<file path="config.mk">
export PLATFORM = sky130hd
export DESIGN_NAME = bank_xlat_top
export DESIGN_NICKNAME = d
export VERILOG_FILES = /design/src/rtl/bank_xlat_pkg.sv /design/src/rtl/bank_ctrl_decode.sv /design/src/rtl/bank_sel_reg.sv /design/src/rtl/bank_addr_form.sv /design/src/rtl/bank_xlat_top.sv
export SDC_FILE = /design/constraint.sdc
export NUM_CORES = 1
export LEC_CHECK = 0
export BUFFER_PORTS_ARGS = -buffer_cell sky130_fd_sc_hd__buf_2
export CAP_MARGIN = 10
export CORE_UTILIZATION = 27
export CTS_CLUSTER_SIZE = 24
export DETAILED_ROUTE_END_ITERATION = 10
export HOLD_SLACK_MARGIN = 0.06
export PLACE_DENSITY = 0.73
export SLEW_MARGIN = 20
export SYNTH_ARGS = -nofsm -noshare
export SYNTH_HDL_FRONTEND = slang
export SYNTH_SLANG_ARGS = --single-unit
export TNS_END_PERCENT = 20
</file>
<file path="constraint.sdc">
create_clock -name clk -period 2.8 [get_ports clk]
set_input_delay 0.84 -clock clk [delete_from_list [all_inputs] [get_ports clk]]
set_output_delay 0.84 -clock clk [all_outputs]
set_load 0.05 [all_outputs]
</file>
<file path="src/rtl/bank_xlat_pkg.sv">
package bank_xlat_pkg;

    localparam int CPU_AW_DEF      = 16;
    localparam int BANK_W_DEF      = 3;
    localparam int DATA_W_DEF      = 8;
    localparam int COMMON_BITS_DEF = 4;

    typedef enum logic [2:0] {
        ACC_IDLE     = 3'd0,
        ACC_MEM_RD   = 3'd1,
        ACC_MEM_WR   = 3'd2,
        ACC_CTRL_RD  = 3'd3,
        ACC_CTRL_WR  = 3'd4,
        ACC_IO_OTHER = 3'd5
    } acc_kind_t;

    typedef struct packed {
        logic mem_sel;
        logic mem_write;
        logic reg_load;
        logic reg_read;
    } acc_ctl_t;

    function automatic acc_ctl_t kind_to_ctl(acc_kind_t k);
        acc_ctl_t c;
        c.mem_sel   = (k == ACC_MEM_RD) || (k == ACC_MEM_WR);
        c.mem_write = (k == ACC_MEM_WR);
        c.reg_load  = (k == ACC_CTRL_WR);
        c.reg_read  = (k == ACC_CTRL_RD);
        return c;
    endfunction

endpackage

</file>
<file path="src/rtl/bank_ctrl_decode.sv">
module bank_ctrl_decode
    import bank_xlat_pkg::*;
#(
    parameter int              CPU_AW     = CPU_AW_DEF,
    parameter logic [CPU_AW-1:0] CTRL_ADDR = 'h00F0,
    parameter bit              CTRL_IN_IO = 1'b1
) (
    input  logic [CPU_AW-1:0] addr,
    input  logic              rd,
    input  logic              wr,
    input  logic              io,
    output acc_kind_t         kind
);

    logic space_ok;

    generate
        if (CTRL_IN_IO) begin : g_io_space
            assign space_ok = io;
        end else begin : g_mem_space
            assign space_ok = !io;
        end
    endgenerate

    logic ctrl_hit;
    assign ctrl_hit = space_ok && (addr == CTRL_ADDR);

    always_comb begin
        kind = ACC_IDLE;
        if (wr || rd) begin
            if (ctrl_hit)
                kind = wr ? ACC_CTRL_WR : ACC_CTRL_RD;
            else if (io)
                kind = ACC_IO_OTHER;
            else
                kind = wr ? ACC_MEM_WR : ACC_MEM_RD;
        end
    end

endmodule

</file>
<file path="src/rtl/bank_sel_reg.sv">
module bank_sel_reg
    import bank_xlat_pkg::*;
#(
    parameter int BANK_W = BANK_W_DEF,
    parameter int DATA_W = DATA_W_DEF
) (
    input  logic              clk,
    input  logic              rst,
    input  logic              load,
    input  logic [DATA_W-1:0] wdata,
    output logic [BANK_W-1:0] bank_q
);

    always_ff @(posedge clk) begin
        if (rst)
            bank_q <= '0;
        else if (load)
            bank_q <= wdata[BANK_W-1:0];
    end


    bank_load_chk: assert property (@(posedge clk) disable iff (rst)
        load |=> bank_q == $past(wdata[BANK_W-1:0]));


    bank_hold_chk: assert property (@(posedge clk) disable iff (rst)
        !load |=> $stable(bank_q));

endmodule

</file>
<file path="src/rtl/bank_addr_form.sv">
module bank_addr_form
    import bank_xlat_pkg::*;
#(
    parameter int CPU_AW      = CPU_AW_DEF,
    parameter int BANK_W      = BANK_W_DEF,
    parameter int COMMON_BITS = COMMON_BITS_DEF,
    parameter logic [BANK_W-1:0] COMMON_BANK = '0,
    localparam int PHYS_AW    = CPU_AW + BANK_W
) (
    input  logic [CPU_AW-1:0]  cpu_addr,
    input  logic [BANK_W-1:0]  bank,
    output logic [PHYS_AW-1:0] phys,
    output logic               in_common
);

    generate
        if (COMMON_BITS > 0) begin : g_common
            assign in_common = &cpu_addr[CPU_AW-1 -: COMMON_BITS];
        end else begin : g_no_common
            assign in_common = 1'b0;
        end
    endgenerate

    logic [BANK_W-1:0] eff_bank;
    assign eff_bank = in_common ? COMMON_BANK : bank;
    assign phys     = {eff_bank, cpu_addr};

endmodule

</file>
<file path="src/rtl/bank_xlat_top.sv">
module bank_xlat_top
    import bank_xlat_pkg::*;
#(
    parameter int CPU_AW      = CPU_AW_DEF,
    parameter int BANK_W      = BANK_W_DEF,
    parameter int DATA_W      = DATA_W_DEF,
    parameter int COMMON_BITS = COMMON_BITS_DEF,
    parameter logic [CPU_AW-1:0] CTRL_ADDR = 'h00F0,
    parameter bit CTRL_IN_IO  = 1'b1,
    localparam int PHYS_AW    = CPU_AW + BANK_W
) (
    input  logic               clk,
    input  logic               rst,
    input  logic [CPU_AW-1:0]  cpu_addr,
    input  logic [DATA_W-1:0]  cpu_wdata,
    input  logic               cpu_wr,
    input  logic               cpu_rd,
    input  logic               cpu_io,
    output logic [PHYS_AW-1:0] phys_addr,
    output logic               mem_cs,
    output logic               mem_we,
    output logic               bank_rd_hit,
    output logic [DATA_W-1:0]  bank_rdata
);

    acc_kind_t         kind;
    acc_ctl_t          ctl;
    logic [BANK_W-1:0] bank_q;
    logic              in_common;

    bank_ctrl_decode #(
        .CPU_AW    (CPU_AW),
        .CTRL_ADDR (CTRL_ADDR),
        .CTRL_IN_IO(CTRL_IN_IO)
    ) i_decode (
        .addr(cpu_addr),
        .rd  (cpu_rd),
        .wr  (cpu_wr),
        .io  (cpu_io),
        .kind(kind)
    );

    assign ctl = kind_to_ctl(kind);

    bank_sel_reg #(
        .BANK_W(BANK_W),
        .DATA_W(DATA_W)
    ) i_bank (
        .clk   (clk),
        .rst   (rst),
        .load  (ctl.reg_load),
        .wdata (cpu_wdata),
        .bank_q(bank_q)
    );

    bank_addr_form #(
        .CPU_AW     (CPU_AW),
        .BANK_W     (BANK_W),
        .COMMON_BITS(COMMON_BITS),
        .COMMON_BANK('0)
    ) i_form (
        .cpu_addr (cpu_addr),
        .bank     (bank_q),
        .phys     (phys_addr),
        .in_common(in_common)
    );

    assign mem_cs      = ctl.mem_sel;
    assign mem_we      = ctl.mem_write;
    assign bank_rd_hit = ctl.reg_read;

    generate
        if (DATA_W > BANK_W) begin : g_zext
            assign bank_rdata = ctl.reg_read ? {{(DATA_W-BANK_W){1'b0}}, bank_q} : '0;
        end else begin : g_trunc
            assign bank_rdata = ctl.reg_read ? bank_q[DATA_W-1:0] : '0;
        end
    endgenerate


    common_bank_chk: assert property (@(posedge clk) disable iff (rst)
        (mem_cs && in_common) |-> phys_addr[PHYS_AW-1 -: BANK_W] == '0);


    ctrl_no_mem_chk: assert property (@(posedge clk) disable iff (rst)
        (bank_rd_hit || (cpu_wr && !mem_cs && cpu_addr == CTRL_ADDR && cpu_io == CTRL_IN_IO))
            |-> (!mem_cs && !mem_we));


    old_bank_in_write_chk: assert property (@(posedge clk) disable iff (rst)
        (cpu_wr && cpu_addr == CTRL_ADDR && cpu_io == CTRL_IN_IO && !in_common)
            |-> phys_addr[PHYS_AW-1 -: BANK_W] == bank_q);


    we_implies_cs_chk: assert property (@(posedge clk) disable iff (rst)
        mem_we |-> (mem_cs && cpu_wr && !cpu_io));


    readback_onehot_chk: assert property (@(posedge clk) disable iff (rst)
        $onehot0({mem_cs, bank_rd_hit}));

endmodule

</file>
==> flow_summary.toml, run 1 <==
[cells_and_area]
final-seq-area_um2 = 60.06
stdcell_area_um2 = 709.4
largest_reg_flops = 3
antenna_cells = 0
largest_registers = "i_bank.bank_q (3)"
drive_above_1_share = 0.7143
stdcell_count = 114
regMostFlops = "i_bank.bank_q"
fillers = 168
layout.nets = 128
multi_input_area_um2 = 245.2
area_growth_pct = 65.79

[synthesis]
synth_area_leaders = "buf_4, dfxtp_1, and2_1"
synth-seq-area-share = 0.1404
avgSynthCellArea_um2 = 8.074
ys_types = 16
yosysWarnings = 0
yosysMostFrequentCell = "buf_4"
synth_cells = 53
synth-seq-cells = 3
netlist_area_um2 = 427.9
synth.top_cell.area_share = 0.3684
synth_common_cells = "buf_4, and2_1, nand4_1"
synth_ff_type = "dfxtp_1"
synth_area_leader_cell = "buf_4"
synthArstFlopShare = 0
synth-edff-count = 0

[place]
io_buffers = 48
gp_congestion = 0.7456
placed_area_um2 = 631.9
dp_hpwl_mm = 1.005
dpl.cell_count = 110
dp_slack_ns = -0.4737

[critical_path]
required_ns = 1.96
crit_path_cell_trace = "buf_6 -> or4b_4 -> nor4_4 -> and4b_4 -> and2_4 -> buf_8"
crit_type = "input port to output port"
cp_slowest_stage_delay_ns = 0.55
cp_slowest_cell = "or4b_4"
startpoint_type = "input port"
crit_family = "simple AND/OR/NAND/NOR gates"
crit_buf_inv = 2
arrival_ns = 2.32
endpoint_kind = "output port"
path_max_fanout = 4

[pwr]
p_leak_nw = 0.3709
power_density_mw_per_mm2 = 332.0
total_power_mw = 0.2355
peakVddDrop_v = 0.0001967

[clock_tree]
clkSinkCount = 3
clkSlewWorstSetupHoldPaths_ns = 0.04
clockBufferDepth = 2
cts_buffers = 3
ctsHoldBuffers = 0
cts_setup_buffers = 0
insertion_delay_ns = 0.23
cts_root_buf = "clkbuf_4"
cts_tree = "built"
htreeDepth = 1

[sta]
min_period_ns = 3.156
finalWorstSetupSlack_ns = -0.3556
finalSetupViolCount = 4
drv_slew = 0
finalHoldViolCount = 0
skew_ns = 0
min_period_over_period = 1.127
rsz0062_at_grt = "yes"
fmax_ghz = 0.3169

[floorplan]
die_w_um = 41.81
coreArea_mm2 = 0.001489
dieArea_mm2 = 0.001748
num_rows = 14
start_util = 0.2874
pin_count = 59
die_h_um = 41.81

[outcome]
violations = "setup timing"
status = "complete, but fails checks"

[detailed_routing]
wire_per_inst_um = 10.36
dr.pass1.iters = 2
routed_via_density = 4.465
vias = 509
routed_wl_mm = 1.181
drtIter0Drc = 3
drc_errors = 0
ant_nets = 0

[grt]
grt.total_usage = 0.1360
use_met3 = 0
use_met1 = 0.1280
grt_pass1_wl_mm = 1.869
grt_max_degree = 8
top_usage_layer = "met2"
grt_pass1_vias = 506
grt_use_met2 = 0.2844
grt_overflow = 0
antenna_found_initial = 0

[hold_path]
hold_class = "flip-flop to flip-flop"

[job]
drv_cap = 0
-- final timing paths --
path / slack (ns) / end / startpoint / cells past startpoint
setup / recovery: -0.36 / bank_rdata[1] / cpu_addr[12] / 6
hold / removal: 0.50 / i_bank.bank_q[0] / i_bank.bank_q[0] / 2
setup reg to reg: 2.20 / i_bank.bank_q[2] / i_bank.bank_q[2] / 2
hold reg to reg: 0.50 / i_bank.bank_q[0] / i_bank.bank_q[0] / 2
-- through the flow --
stage	setup TNS (ns)	hold slack [ns]	util
final	-1.376	0.5022	0.4765
after global routing	-1.696	0.5407	0.4765
after CTS	-1.447	0.5045	0.4664
after detailed placement	-1.769	0.4958	0.4244
after global placement	-1.739	0.4887	0.4244
after floorplan	-1.213	0.4570	-
-- logic make-up (layout without fill, tap and decap cells) --
kind of cell           count (synthesis)  count (layout)  share of synthesized area
flip-flops                             3               3                     0.1404
AND/OR/NAND/NOR                       22              22                     0.4123
other                                  1               5                   0.008764
buffers and inverters                 21              62                     0.3684
AO/OA/AOI/OAI                          6               6                    0.07015
-- repair_timing --
action                     4_1_cts  5_1_grt
setup endpoints to repair        4        4
gates resized for setup         10        2
cloned                           0        0
pin swaps                        1        2
-- area by class of cell --
type	instances	share of cell area
timing repair buffer	58	0.5044
multi-input combinational	33	0.3457
sequential	3	0.08466
clock buffer	4	0.03704
tap	16	0.02822
-- metal layers --
metal | share of wire | vias to the layer above
met2 | 0.59 | 30
li1 | - | 254
met1 | 0.33 | 225
met3 | 0.083 | 0
met4 | 0 | 0
met5 | 0 | -
-- report_power, final --
part	switching (mW)	internal [mW]
combinational	0.0841	0.0320
sequential	0.000000118	0.0430
clock	0.0230	0.0534
total	0.107	0.128
-- worst register-to-register path: cells and delay by family, from the launching register on --
| kind | cells | cell delay (ns) |
|---|---|---|
| AOI/OAI and AO/OA | 2 | 0.20 |
| DFF | 1 | 0.34 |
-- cell usage in the layout (no fill, tap or decap) --
cell / n
or4b_4: 1
or4_4: 2
clkbuf_4: 3
nand2b_1: 1
buf_6: 2
buf_4: 10
nor4_4: 2
dfxtp_1: 3
a21oi_1: 3
and2_1: 3
and2_4: 3
nand4_1: 5
conb_1: 5
buf_8: 3
nor2b_1: 1
and4b_4: 1
o21ai_1: 3
buf_2: 43
nor2_1: 2
clkbuf_1: 1
or4_1: 1
(Power assumes the default switching activity.)
==> run 2: changes to the inputs <==
--- a/config.mk
+++ b/config.mk
@@ -8,9 +8,11 @@
 export BUFFER_PORTS_ARGS = -buffer_cell sky130_fd_sc_hd__buf_2
 export CAP_MARGIN = 10
-export CORE_UTILIZATION = 27
+export CORE_UTILIZATION = 28
+export CTS_BUF_LIST = sky130_fd_sc_hd__clkbuf_8
 export CTS_CLUSTER_SIZE = 24
 export DETAILED_ROUTE_END_ITERATION = 10
 export HOLD_SLACK_MARGIN = 0.06
-export PLACE_DENSITY = 0.73
+export MAX_ROUTING_LAYER = met4
+export PLACE_DENSITY = 0.75
 export SLEW_MARGIN = 20
 export SYNTH_ARGS = -nofsm -noshare
==> constraint.sdc (replaced) <==
create_clock -name clk -period 2.8 [get_ports clk]
set_input_delay 0.28 -clock clk [delete_from_list [all_inputs] [get_ports clk]]
set_output_delay 0.28 -clock clk [all_outputs]
set_load 0.05 [all_outputs]
==> run 2 against run 1 <==
- the flow now finishes without violations
- combinational power down 9%
- worst setup slack better by 0.97 ns
- final cell count down 9.6%
- hold slack worse by 0.25 ns
- global-route usage up 0.42 points
- core utilization down 4.5 points
- via count down 7.1%
- fmax up 45%
- critical endpoint is now bank_rdata[0]
==> flow_summary.toml, run 2 (synthesis results as in run 1) <==
[place]
dp_hpwl_um = 921.8
gp_congestion = 0.6930
io_buffers = 48
dpl.cell_count = 99

[critical_path]
cp_slowest_cell = "or4b_4"
endpoint_kind = "output port"
r2r_slack_ns = 2.21
crit_path_cell_trace = "buf_2 -> or4b_4 -> nor4_4 -> and4b_1 -> and2_1 -> buf_2"
startpoint_type = "input port"
arrival_ns = 1.90
crit_top_cell = "buf_2"
cp_slowest_stage_delay_ns = 0.55
crit_buf_inv = 2
path_max_fanout = 4
crit_family = "simple AND/OR/NAND/NOR gates"
crit_type = "input port to output port"
required_ns = 2.52

[clock_tree]
clkSinkCount = 3
ctsHoldBuffers = 0
cts_root_buf = "clkbuf_8"
cts_setup_buffers = 0
insertion_delay_ns = 0.21
clkSlewWorstSetupHoldPaths_ns = 0.03
clockBufferDepth = 2
htreeDepth = 1
cts_buffers = 3
cts_tree = "built"
cts_resized = 0

[job]
drv_cap = 0

[detailed_routing]
dr.pass1.iters = 4
vias = 473
drc_errors = 0
drtIter0Drc = 3
routed_via_density = 4.592
ant_nets = 0
wire_per_inst_um = 9.981
routed_wl_mm = 1.028

[cells_and_area]
utilization = 0.4313
final-seq-area_um2 = 60.06
largest_registers = "i_bank.bank_q (3)"
stdcell_count = 103
regMostFlops = "i_bank.bank_q"
multi_input_area_um2 = 225.2
layout_commonest_cell = "buf_2"
largest_reg_flops = 3
layout.nets = 118
fillers = 146
drive_above_1_share = 0.6364
layout_common_cells = "buf_2, and2_1, nand4_1, conb_1"
antenna_cells = 0
area_growth_pct = 37.72

[sta]
rsz0062_at_grt = "no"
fin_tns_setup_ns = 0
min_period_over_period = 0.7788
skew_ns = 0
finalHoldViolCount = 0
drv_slew = 0
fmax_ghz = 0.4586
min_period_ns = 2.181
finalSetupViolCount = 0
holdWs_ns = 0.2566

[grt]
grt.total_usage = 0.1403
grt_pass1_wl_mm = 1.524
antenna_found_initial = 0
grt_pass1_vias = 390
grt_max_degree = 8
grt_overflow = 0

[floorplan]
pin_count = 59
start_util = 0.3132
die_h_um = 41.09
die_w_um = 41.09
coreArea_mm2 = 0.001366
dieArea_mm2 = 0.001688
num_rows = 13

[pwr]
p_leak_nw = 0.3212
peakVddDrop_v = 0.0002209
pwr-share-comb = 0.393
power_switching_share = 0.4038
p_switching_mw = 0.1081
p_int_mw = 0.1597
power_density_mw_per_mm2 = 454.5
p_clk_frac = 0.447
p_seq_frac = 0.161
total_power_mw = 0.2678

[outcome]
status = "complete, no violations"

[hold_path]
hold_class = "input port to flip-flop"
[run 2: routing by layer]
metal | wire (um) | track usage
met2 | 551 | 0.2539
met5 | 0 | -
met3 | 98 | 0
met1 | 356 | 0.1470
met4 | 22 | 0.09677
[run 2: worst paths after layout]
kind,start,to,depth (start not counted)
worst max register to register,i_bank.bank_q[2],i_bank.bank_q[2],2
worst min-delay path,rst,i_bank.bank_q[0],2
worst min register to register,i_bank.bank_q[1],i_bank.bank_q[1],2
worst max-delay path,cpu_addr[12],bank_rdata[0],6
[run 2: area by class of cell]
type                    count  area share
well taps                  15     0.03185
clock buffers               3     0.07006
multi-input cells          33      0.3822
flip-flops and latches      3      0.1019
repair buffers             48      0.4076
clock inverters             1    0.006369
[run 2: metrics by stage]
stage / setup slack [ns] / area [um2]
finish: 0.6193 / 589.3
global route: 0.4950 / 589.3
CTS: 0.5995 / 589.3
detailed placement: 0.6008 / 544.3
global placement: 0.6184 / 544.3
floorplan: 0.3463 / 442.9
[run 2: power by group through the flow]
| stage | Combinational [mW] | Clock, mW | Sequential, mW |
|---|---|---|---|
| after floorplan | 0.0926 | 0 | 0.0436 |
| after global placement | 0.105 | 0 | 0.0436 |
| after detailed placement | 0.105 | 0 | 0.0436 |
| after CTS | 0.106 | 0.124 | 0.0431 |
| after global routing | 0.110 | 0.126 | 0.0430 |
| final | 0.105 | 0.120 | 0.0431 |
==> run 3: changes to the inputs <==
Settings changed: CORE_UTILIZATION 28 to 31, PLACE_DENSITY 0.75 to 0.79.
Clock period 2.8 ns to 2.2 ns, I/O delays scaled along.
==> run 3 against run 2 <==
- final cell count stayed put
- via count is 2.3% lower
- register-to-register slack worse by 0.62 ns
- total power is 28% higher
- sequential share of layout area is 0.17 points lower
- clock skew stayed put
- design area is 1.7% higher
- clock power is 28% higher
==> flow_summary.toml, run 3 (synthesis results as in run 1) <==
[pwr]
p_leak_nw = 0.3227
power_density_mw_per_mm2 = 572.4
peakVddDrop_v = 0.0002226

[detailed_routing]
routed_wl_um = 948
dr.pass1.iters = 2
ant_nets = 0
routed_via_density = 4.485
drc_errors = 0
wire_per_inst_um = 9.204
vias = 462
drtIter0Drc = 5

[cells_and_area]
layout_commonest_cell = "buf_2"
layout.nets = 118
drive_above_1_share = 0.6477
largest_registers = "i_bank.bank_q (3)"
layout_common_cells = "buf_2, and2_1, nand4_1, conb_1"
regMostFlops = "i_bank.bank_q"
area_growth_pct = 40.06
antenna_cells = 0
largest_reg_flops = 3

[clock_tree]
clkSinkCount = 3
cts_buffers = 3
ctsHoldBuffers = 0
cts_root_buf = "clkbuf_8"
cts_setup_buffers = 0
clkSlewWorstSetupHoldPaths_ns = 0.03
cts_tree = "built"
htreeDepth = 1
clockBufferDepth = 2
insertion_delay_ns = 0.21

[critical_path]
r2r_cells = 2
rr_startpoint = "i_bank.bank_q[1]"
arrival_ns = 1.86
endpoint_kind = "output port"
cp-startpoint = "cpu_addr[12]"
crit_type = "input port to output port"
required_ns = 1.98
path_max_fanout = 4
startpoint_type = "input port"

[floorplan]
die_w_um = 39.16
die_h_um = 39.16
coreArea_mm2 = 0.001285
num_rows = 13
pin_count = 59
dieArea_mm2 = 0.001533
start_util = 0.3330

[sta]
fmax_ghz = 0.4802
min_period_ns = 2.082
fin_tns_setup_ns = 0
finalWorstSetupSlack_ns = 0.1177
finalHoldViolCount = 0
rsz0062_at_grt = "no"
skew_ns = 0
drv_slew = 0
finalSetupViolCount = 0
min_period_over_period = 0.9465

[grt]
grt_pass1_vias = 327
grt_overflow = 0
grt_pass1_wl_mm = 1.290
antenna_found_initial = 0
grt.total_usage = 0.1242
grt_max_degree = 8

[place]
gp_congestion = 0.7153
io_buffers = 48
dp_slack_ns = 0.1067

[job]
drv_cap = 0

[hold_path]
hold_class = "input port to flip-flop"
hp-start = "rst"
hold_path_depth = 2

[outcome]
status = "complete, no violations"
## run 3: cell counts in the layout (fill, tap and decap cells not counted)
No cell type changed its count.
## run 3: final timing paths
check | slack, ns | end
worst min-delay path | 0.20 | i_bank.bank_q[2]
worst max-delay path | 0.12 | bank_rdata[0]
worst min register to register | 0.48 | i_bank.bank_q[0]
worst max register to register | 1.59 | i_bank.bank_q[1]
## run 3: power by group
group	switching (mW)	internal, mW	total, mW
registers	0.000000140	0.0548	0.0548
clock network	0.0347	0.119	0.153
logic	0.105	0.0301	0.135
total	0.140	0.204	0.343
## run 3: per-stage QoR
stage | utilization | hold slack, ns | std cells | instance area (um2) | power, mW
2_1_floorplan | - | 0.2891 | 57 | 444.2 | 0.1734
5_1_grt | 0.4664 | 0.2078 | 103 | 599.3 | 0.3553
3_5_place_dp | 0.4245 | 0.4140 | 99 | 545.5 | 0.1893
3_3_place_gp | 0.4245 | 0.4118 | 99 | 545.5 | 0.1886
4_1_cts | 0.4596 | 0.1906 | 103 | 590.6 | 0.3462
6_report | 0.4664 | 0.2000 | 103 | 599.3 | 0.3431
## run 3: routing by layer
layer	vias up	part of all wire	global-route usage
li1	233	-	-
met1	196	0.42	0.1370
met2	33	0.49	0.2333
met3	0	0.082	0
met4	0	0	0.05172
met5	-	0	-
## run 3: cell type report
cell class                      instances  area [um2]
Sequential cell                         3       60.06
Timing Repair Buffer                   48       240.2
Fill cell                             136       685.7
Clock inverter                          1       3.754
Tap cell                               15       18.77
Clock buffer                            3       41.29
Multi-Input combinational cell         33       235.2
## run 3: repair_timing
action | in CTS | in global routing
hold endpoints to repair | 0 | 0
endpoints found under the setup margin | 0 | 2
gates resized for setup | 0 | 1
## run 3: critical path, cell delays in order
cell and delay [ns]:
buf_2 0.11, or4b_4 0.55, nor4_4 0.29, and4b_2 0.31, and2_1 0.13, buf_2 0.25
